$ cat config.mk
export PLATFORM = sky130hd
export DESIGN_NAME = tiled_mult
export DESIGN_NICKNAME = d
export VERILOG_FILES = /design/src/rtl/smt_pkg.sv /design/src/rtl/smt_tile.sv /design/src/rtl/smt_tile_array.sv /design/src/rtl/smt_sum.sv /design/src/rtl/tiled_mult.sv
export SDC_FILE = /design/constraint.sdc
export NUM_CORES = 1
export LEC_CHECK = 0
export BUFFER_PORTS_ARGS = -buffer_cell sky130_fd_sc_hd__buf_2
export CAP_MARGIN = 30
export CORE_ASPECT_RATIO = 1.25
export CORE_MARGIN = 2
export CORE_UTILIZATION = 40
export DETAILED_ROUTE_END_ITERATION = 10
export PLACE_DENSITY_LB_ADDON = 0.2
export SETUP_SLACK_MARGIN = 0.1
export SYNTH_ARGS = -nofsm -noshare
export SYNTH_HDL_FRONTEND = slang
export SYNTH_SLANG_ARGS = --single-unit
export TNS_END_PERCENT = 100
$ cat constraint.sdc
create_clock -name clk -period 5.9 [get_ports clk]
set_input_delay 0.59 -clock clk [delete_from_list [all_inputs] [get_ports clk]]
set_output_delay 0.59 -clock clk [all_outputs]
set_load 0.05 [all_outputs]
$ cat src/rtl/smt_pkg.sv
package smt_pkg;

    // Digit fields are never wider than this; the tile helper loops to it.
    localparam int MAX_DIG = 8;

    typedef enum logic [0:0] {
        TILE_GATE = 1'b0,   // one side is a single bit: AND gating
        TILE_FULL = 1'b1    // both sides multi-bit: shift-add table
    } tile_kind_e;

    // number of digit fields needed to cover a word
    function automatic int num_fields(input int width, input int dig);
        return (width + dig - 1) / dig;
    endfunction

    // width of field idx (the top field may be short)
    function automatic int field_width(input int width, input int dig, input int idx);
        int rest;
        rest = width - idx * dig;
        return (rest < dig) ? rest : dig;
    endfunction

    function automatic tile_kind_e kind_of(input int aw, input int bw);
        return (aw == 1 || bw == 1) ? TILE_GATE : TILE_FULL;
    endfunction

    // small product of two digits, written as a bounded shift-add
    function automatic logic [2*MAX_DIG-1:0] tile_mul(
        input logic [MAX_DIG-1:0] a,
        input logic [MAX_DIG-1:0] b,
        input int                 bw
    );
        logic [2*MAX_DIG-1:0] acc;
        acc = '0;
        for (int i = 0; i < MAX_DIG; i++) begin
            if (i < bw && b[i]) begin
                acc = acc + ({{MAX_DIG{1'b0}}, a} << i);
            end
        end
        return acc;
    endfunction

endpackage

$ cat src/rtl/smt_tile.sv
module smt_tile
    import smt_pkg::*;
#(
    parameter int AW = 3,
    parameter int BW = 3
) (
    input  logic [AW-1:0]    a,
    input  logic [BW-1:0]    b,
    output logic [AW+BW-1:0] p
);
    localparam tile_kind_e KIND = kind_of(AW, BW);

    generate
        if (KIND == TILE_GATE && BW == 1) begin : g_gate_b
            assign p = {{BW{1'b0}}, a & {AW{b[0]}}};
        end else if (KIND == TILE_GATE) begin : g_gate_a
            assign p = {{AW{1'b0}}, b & {BW{a[0]}}};
        end else begin : g_full
            logic [2*MAX_DIG-1:0] full;
            assign full = tile_mul(MAX_DIG'(a), MAX_DIG'(b), BW);
            assign p    = full[AW+BW-1:0];
        end
    endgenerate
endmodule

$ cat src/rtl/smt_tile_array.sv
module smt_tile_array
    import smt_pkg::*;
#(
    parameter int A_W   = 8,
    parameter int B_W   = 7,
    parameter int DIG_W = 3,
    localparam int P_W  = A_W + B_W,
    localparam int NA   = num_fields(A_W, DIG_W),
    localparam int NB   = num_fields(B_W, DIG_W),
    localparam int N_T  = NA * NB
) (
    input  logic [A_W-1:0] op_a,
    input  logic [B_W-1:0] op_b,
    output logic [P_W-1:0] terms [N_T]
);
    generate
        for (genvar ia = 0; ia < NA; ia++) begin : g_row
            for (genvar jb = 0; jb < NB; jb++) begin : g_col
                localparam int AWI = field_width(A_W, DIG_W, ia);
                localparam int BWJ = field_width(B_W, DIG_W, jb);
                localparam int SH  = (ia + jb) * DIG_W;
                logic [AWI+BWJ-1:0] tp;

                smt_tile #(.AW(AWI), .BW(BWJ)) u_tile (
                    .a (op_a[ia*DIG_W +: AWI]),
                    .b (op_b[jb*DIG_W +: BWJ]),
                    .p (tp)
                );

                assign terms[ia*NB + jb] = P_W'(tp) << SH;
            end
        end
    endgenerate
endmodule

$ cat src/rtl/smt_sum.sv
module smt_sum #(
    parameter int P_W = 15,
    parameter int N_T = 9
) (
    input  logic [P_W-1:0] terms [N_T],
    output logic [P_W-1:0] total
);
    always_comb begin
        total = '0;
        for (int k = 0; k < N_T; k++) begin
            total = total + terms[k];
        end
    end
endmodule

$ cat src/rtl/tiled_mult.sv
module tiled_mult
    import smt_pkg::*;
#(
    parameter int A_W      = 8,
    parameter int B_W      = 7,
    parameter int DIG_W    = 3,
    parameter bit TILE_REG = 1'b1
) (
    input  logic                 clk,
    input  logic                 rst,
    input  logic                 in_valid,
    input  logic [A_W-1:0]       op_a,
    input  logic [B_W-1:0]       op_b,
    output logic                 out_valid,
    output logic [A_W+B_W-1:0]   prod
);
    localparam int P_W = A_W + B_W;
    localparam int N_T = num_fields(A_W, DIG_W) * num_fields(B_W, DIG_W);

    logic [P_W-1:0] terms_d [N_T];
    logic [P_W-1:0] terms_q [N_T];

    smt_tile_array #(.A_W(A_W), .B_W(B_W), .DIG_W(DIG_W)) u_tiles (
        .op_a  (op_a),
        .op_b  (op_b),
        .terms (terms_d)
    );

    generate
        if (TILE_REG) begin : g_stage
            logic valid_q;
            always_ff @(posedge clk) begin
                if (rst) begin
                    valid_q <= 1'b0;
                    for (int k = 0; k < N_T; k++) terms_q[k] <= '0;
                end else begin
                    valid_q <= in_valid;
                    for (int k = 0; k < N_T; k++) terms_q[k] <= terms_d[k];
                end
            end
            assign out_valid = valid_q;
        end else begin : g_flow
            assign terms_q   = terms_d;
            assign out_valid = in_valid;
        end
    endgenerate

    smt_sum #(.P_W(P_W), .N_T(N_T)) u_sum (
        .terms (terms_q),
        .total (prod)
    );
endmodule

* Yosys cells after proc, flatten, opt, wreduce, memory -nomap -nowiden
Cells that the tools add are included.
Word-level totals: flip-flop bits (word level) 136, bits in latches 0, memory bits (writable) 0, ROM bits 0, input port bits 18, output and inout port bits 16, logic and storage cells 60, memories 0
Cells by class: $add $sub $neg 20, $mul 0, divide/modulo/power cells 0, order comparisons 0, eq/ne operators 0, shift-type cells 0, multiplexer cells 18, bitwise logic cells 3, reduce and logical (&&, ||, !) cells 0
Operators with widths (number):
- $add 15x15->15 | 8
- $mux 6 | 8
- $add 6x5->6 | 4
- $add 3x4->5 | 4
- $mux 5 | 4
- $mux 3 | 4
- $add 5x4->5 | 2
- $add 2x3->4 | 2
- $and 3x3->3 | 2
- $mux 2 | 2
- $and 2x2->2 | 1

* Logic depth before layout (Yosys ltp)
word-level depth 8, mapped depth 12, gate-level depth less buffers 12

* Cells and area by module
A second synthesis with hierarchy kept.
Unflattened totals: cell total of the unflattened synthesis 844, area total of the unflattened synthesis 8689.6 sq um
By module, submodules not included:
- tiled_mult | instances 1, cells each 287, area each 3679.8 sq um, sequential area each 2722.6 sq um
- smt_sum | instances 1, cells each 296, area each 2995.4 sq um, sequential area each 0.0 sq um
- smt_tile at u_tiles.g_row[0].g_col[0].u_tile ... | instances 4, cells each 33, area each 247.7 sq um, sequential area each 0.0 sq um
- smt_tile_array | instances 1, cells each 91, area each 679.4 sq um, sequential area each 0.0 sq um
- smt_tile at u_tiles.g_row[2].g_col[0].u_tile ... | instances 2, cells each 12, area each 130.1 sq um, sequential area each 0.0 sq um
- smt_tile at u_tiles.g_row[0].g_col[2].u_tile ... | instances 2, cells each 5, area each 30.0 sq um, sequential area each 0.0 sq um
- smt_tile at u_tiles.g_row[2].g_col[2].u_tile | instances 1, cells each 4, area each 23.8 sq um, sequential area each 0.0 sq um

* Worst setup path after synthesis
No wires, ideal clock.
kind reg-to-output, start point reg terms_q[36] (netlist bit), end point out prod[14], arrival 3.726 ns, data required time 5.310 ns, slack 1.584 ns, stages on the path, launching flop included 12, buffers on the path 0, cell sequence dfxtp_1 inv_1 fa_1 fa_1 inv_1 fa_1 ha_1 fa_1 a21o_1 a21oi_2 o31ai_2 xnor2_1
Between the ends: longest elaborated chain between the ends 3
RTL lines:
- start: declaration | line tiled_mult.sv:21 | logic [P_W-1:0] terms_q [N_T];
- $add 15x15->15 (3 in series) | line smt_sum.sv:11 | total = total + terms[k];
- end: declaration | line tiled_mult.sv:15 | output logic [A_W+B_W-1:0] prod
Every way passes these cells.

* Worst setup path in the final report
start point reg terms_q[36] (netlist bit), end point out prod[12]
Same word-level chain as after synthesis.

==> flow_summary.ini <==
[min_path]
whs_path_depth = 2
worstHoldEndpoint = out_valid
hold_class = primary input to register
worstHoldStart = in_valid

[power]
netSwitchingPower_uw = 346.4
p_seq_frac = 0.347
p_clk_frac = 0.259
combPwrFrac = 0.394
pwr_density_cell_nw_per_um2 = 251.4
p_int_uw = 561.5
power_uw = 907.9
leakage_nw = 1.865
p_sw_frac = 0.3815
ir_drop_uv = 219.3

[cts]
cts_resized = 0
clock-root-buffer = clkbuf_8
clk_path_buf_depth = 2
cts_buffers = 5
cts_num_sinks = 43
cts.htree.levels = 2
post_cts.repair.setup_buffers = 0
cts_tree = built
holdBufCountCts = 0
clk_pin_slew_ns = 0.09

[logic_synthesis]
syn_nets = 433
synthesis.area_um2 = 3289
syn_inst = 341
yosysSeqAreaShare = 0.2617
synth-seq-cells = 43
ys_warn_count = 0
synth.distinct_cells = 29
avgSynthCellArea_um2 = 9.646

[global_routing]
track_usage = 0.1324
grt_max_degree = 29
grt_pass1_vias = 2111
antenna_found_initial = 0
grt_pass1_wl_mm = 9.660
overflow = 0

[routing]
via_per_inst = 4.692
routedWlPerCell_um = 12.14
drc = 0
drt_iter0_drc = 74
drt-total-wl_mm = 5.669
via_count = 2191
drtPass1Iterations = 4
ant_nets = 0

[floorplanning]
num_io_pins = 34
dieArea_um2 = 8969
die_h_um = 105.4
start_util = 0.4060
coreArea_um2 = 8102
die_w_um = 85.11
rows = 37

[cells_and_area]
fin_nets = 461
syn_to_final_growth_pct = 9.775
fill_cells = 789
diodes = 0
drive_gt1_frac = 0.1378
regArea_um2 = 860.8
multi_input_area_um2 = 2132

[sta]
finalSetupViolCount = 0
max-slew-margin-rel = 0.5945
min_period_ns = 4.359
rsz0062_at_grt = false
clock.fmax_mhz = 229.4
drv_slew = 0
period_share = 0.7387
worst_slew_pin_slew_ns = 0.6069
tns_ns = 0
hold_viol = 0

[critical_path]
crit_top_cell = fa_1
crit_chain = inv_1, fa_1, fa_1, inv_1, fa_1, ha_1, fa_1, a21o_1, a21oi_2, o21ai_0, xor2_1, buf_2
required_ns = 5.31
worst_setup_path_start_kind = register
critPathArrivalTime_ns = 3.77
crit_family = adder cells
cp_max_fo = 3
slowest_delay_ns = 0.51
path_buf_inv = 3
critPathSlowestCell = fa_1
critical_path_class = register to primary output
end_kind = primary output

[status]
status = completed

[place]
routabilityCongestion = 0.7984
io_buffers = 33
hpwl_mm = 4.727

[flow_run]
drv_cap = 0
-- cells by family (layout without fill, tap and decap cells) --
family / Yosys count / in the layout / synth area share
flops: 43 / 43 / 0.2617
fa+ha+maj: 74 / 74 / 0.3477
mux: 23 / 23 / 0.07303
xor+xnor: 15 / 15 / 0.03994
simple gates: 87 / 87 / 0.1305
buf+inv: 69 / 98 / 0.09015
compound gates: 30 / 30 / 0.05706
-- power groups by stage --
stage          registers [mW]  clock network [mW]  logic, mW
2_1_floorplan           0.322                   0      0.298
3_3_place_gp            0.322                   0      0.361
3_5_place_dp            0.322                   0      0.363
4_1_cts                 0.315               0.241      0.366
5_1_grt                 0.317               0.251      0.403
6_report                0.315               0.235      0.358
-- metrics by stage --
| stage | hold slack, ns | util | instances | cell area (um2) | setup WS, ns |
|---|---|---|---|---|---|
| global placement | 0.8002 | 0.4312 | 459 | 3493 | 1.888 |
| detailed placement | 0.8156 | 0.4312 | 459 | 3493 | 1.822 |
| CTS | 0.5006 | 0.4457 | 467 | 3611 | 1.496 |
| floorplan | 0.7117 | - | 341 | 3289 | 1.584 |
| global route | 0.5163 | 0.4457 | 467 | 3611 | 1.347 |
| finish | 0.5010 | 0.4457 | 467 | 3611 | 1.541 |
-- synth_stat cells, drive strengths merged --
cell / count / area, um2
a21o: 6 / 45.04
a221oi: 1 / 8.760
nand2b: 2 / 12.51
o21a: 1 / 7.510
clkbuf: 2 / 7.510
and4b: 1 / 10.01
nand3: 1 / 5.000
xor2: 6 / 52.55
o21bai: 1 / 7.510
xnor2: 9 / 78.83
nand2: 12 / 45.04
dfxtp: 43 / 860.8
and2: 28 / 175.2
a21oi: 17 / 88.84
inv: 57 / 214.0
fa: 29 / 580.6
mux2i: 15 / 150.1
ha: 45 / 563.0
a211oi: 1 / 7.510
buf: 10 / 75.07
nor2: 32 / 120.1
nor3: 6 / 30.03
mux2: 8 / 90.09
o21ai: 2 / 10.01
o31ai: 1 / 12.51
nor2b: 5 / 31.28
-- registers in the layout, indices dropped and copies added (netlist names) --
signal,count
terms_q,42
out_valid,1
-- cells in the final DEF, fill, tap and decap left out, drive strengths merged --
cell type	netlist	layout
and4b	1	1
nor2b	5	5
mux2	8	8
nand3	1	1
inv	57	57
a221oi	1	1
nand2b	2	2
fa	29	29
xnor2	9	9
o31ai	1	1
nor2	32	32
a21o	6	6
bufinv	0	1
buf	10	33
a21oi	17	17
xor2	6	6
o21bai	1	1
nand2	12	12
nor3	6	6
ha	45	45
and2	28	28
o21a	1	1
dfxtp	43	43
a211oi	1	1
o21ai	2	2
mux2i	15	15
clkinv	0	1
clkbuf	2	6
-- how the worst max path moves through the flow --
stage                start  endpoint  slack [ns]  cells after the start
2_1_floorplan  terms_q[36]  prod[14]        1.58                     11
3_3_place_gp   terms_q[36]  prod[12]        1.89                     12
3_5_place_dp   terms_q[36]  prod[12]        1.82                     12
4_1_cts        terms_q[36]  prod[12]        1.50                     12
5_1_grt        terms_q[36]  prod[12]        1.35                     12
6_report       terms_q[36]  prod[12]        1.54                     12
-- area by class of cell --
cell class / instances / area share
Sequential cell: 43 / 0.2384
Tap cell: 97 / 0.03361
Inverter: 57 / 0.05925
Clock inverter: 2 / 0.009702
Timing Repair Buffer: 33 / 0.04574
Multi-Input combinational cell: 229 / 0.5904
Clock buffer: 6 / 0.02287
-- per-layer routing --
| metal | track usage | part of all wire | up-vias |
|---|---|---|---|
| met5 | 0 | 0 | - |
| met4 | 0.04082 | 0.017 | 0 |
| li1 | - | - | 1129 |
| met3 | 0.01410 | 0.019 | 7 |
| met1 | 0.1784 | 0.48 | 1027 |
| met2 | 0.2221 | 0.48 | 28 |
(Power assumes the default switching activity.)
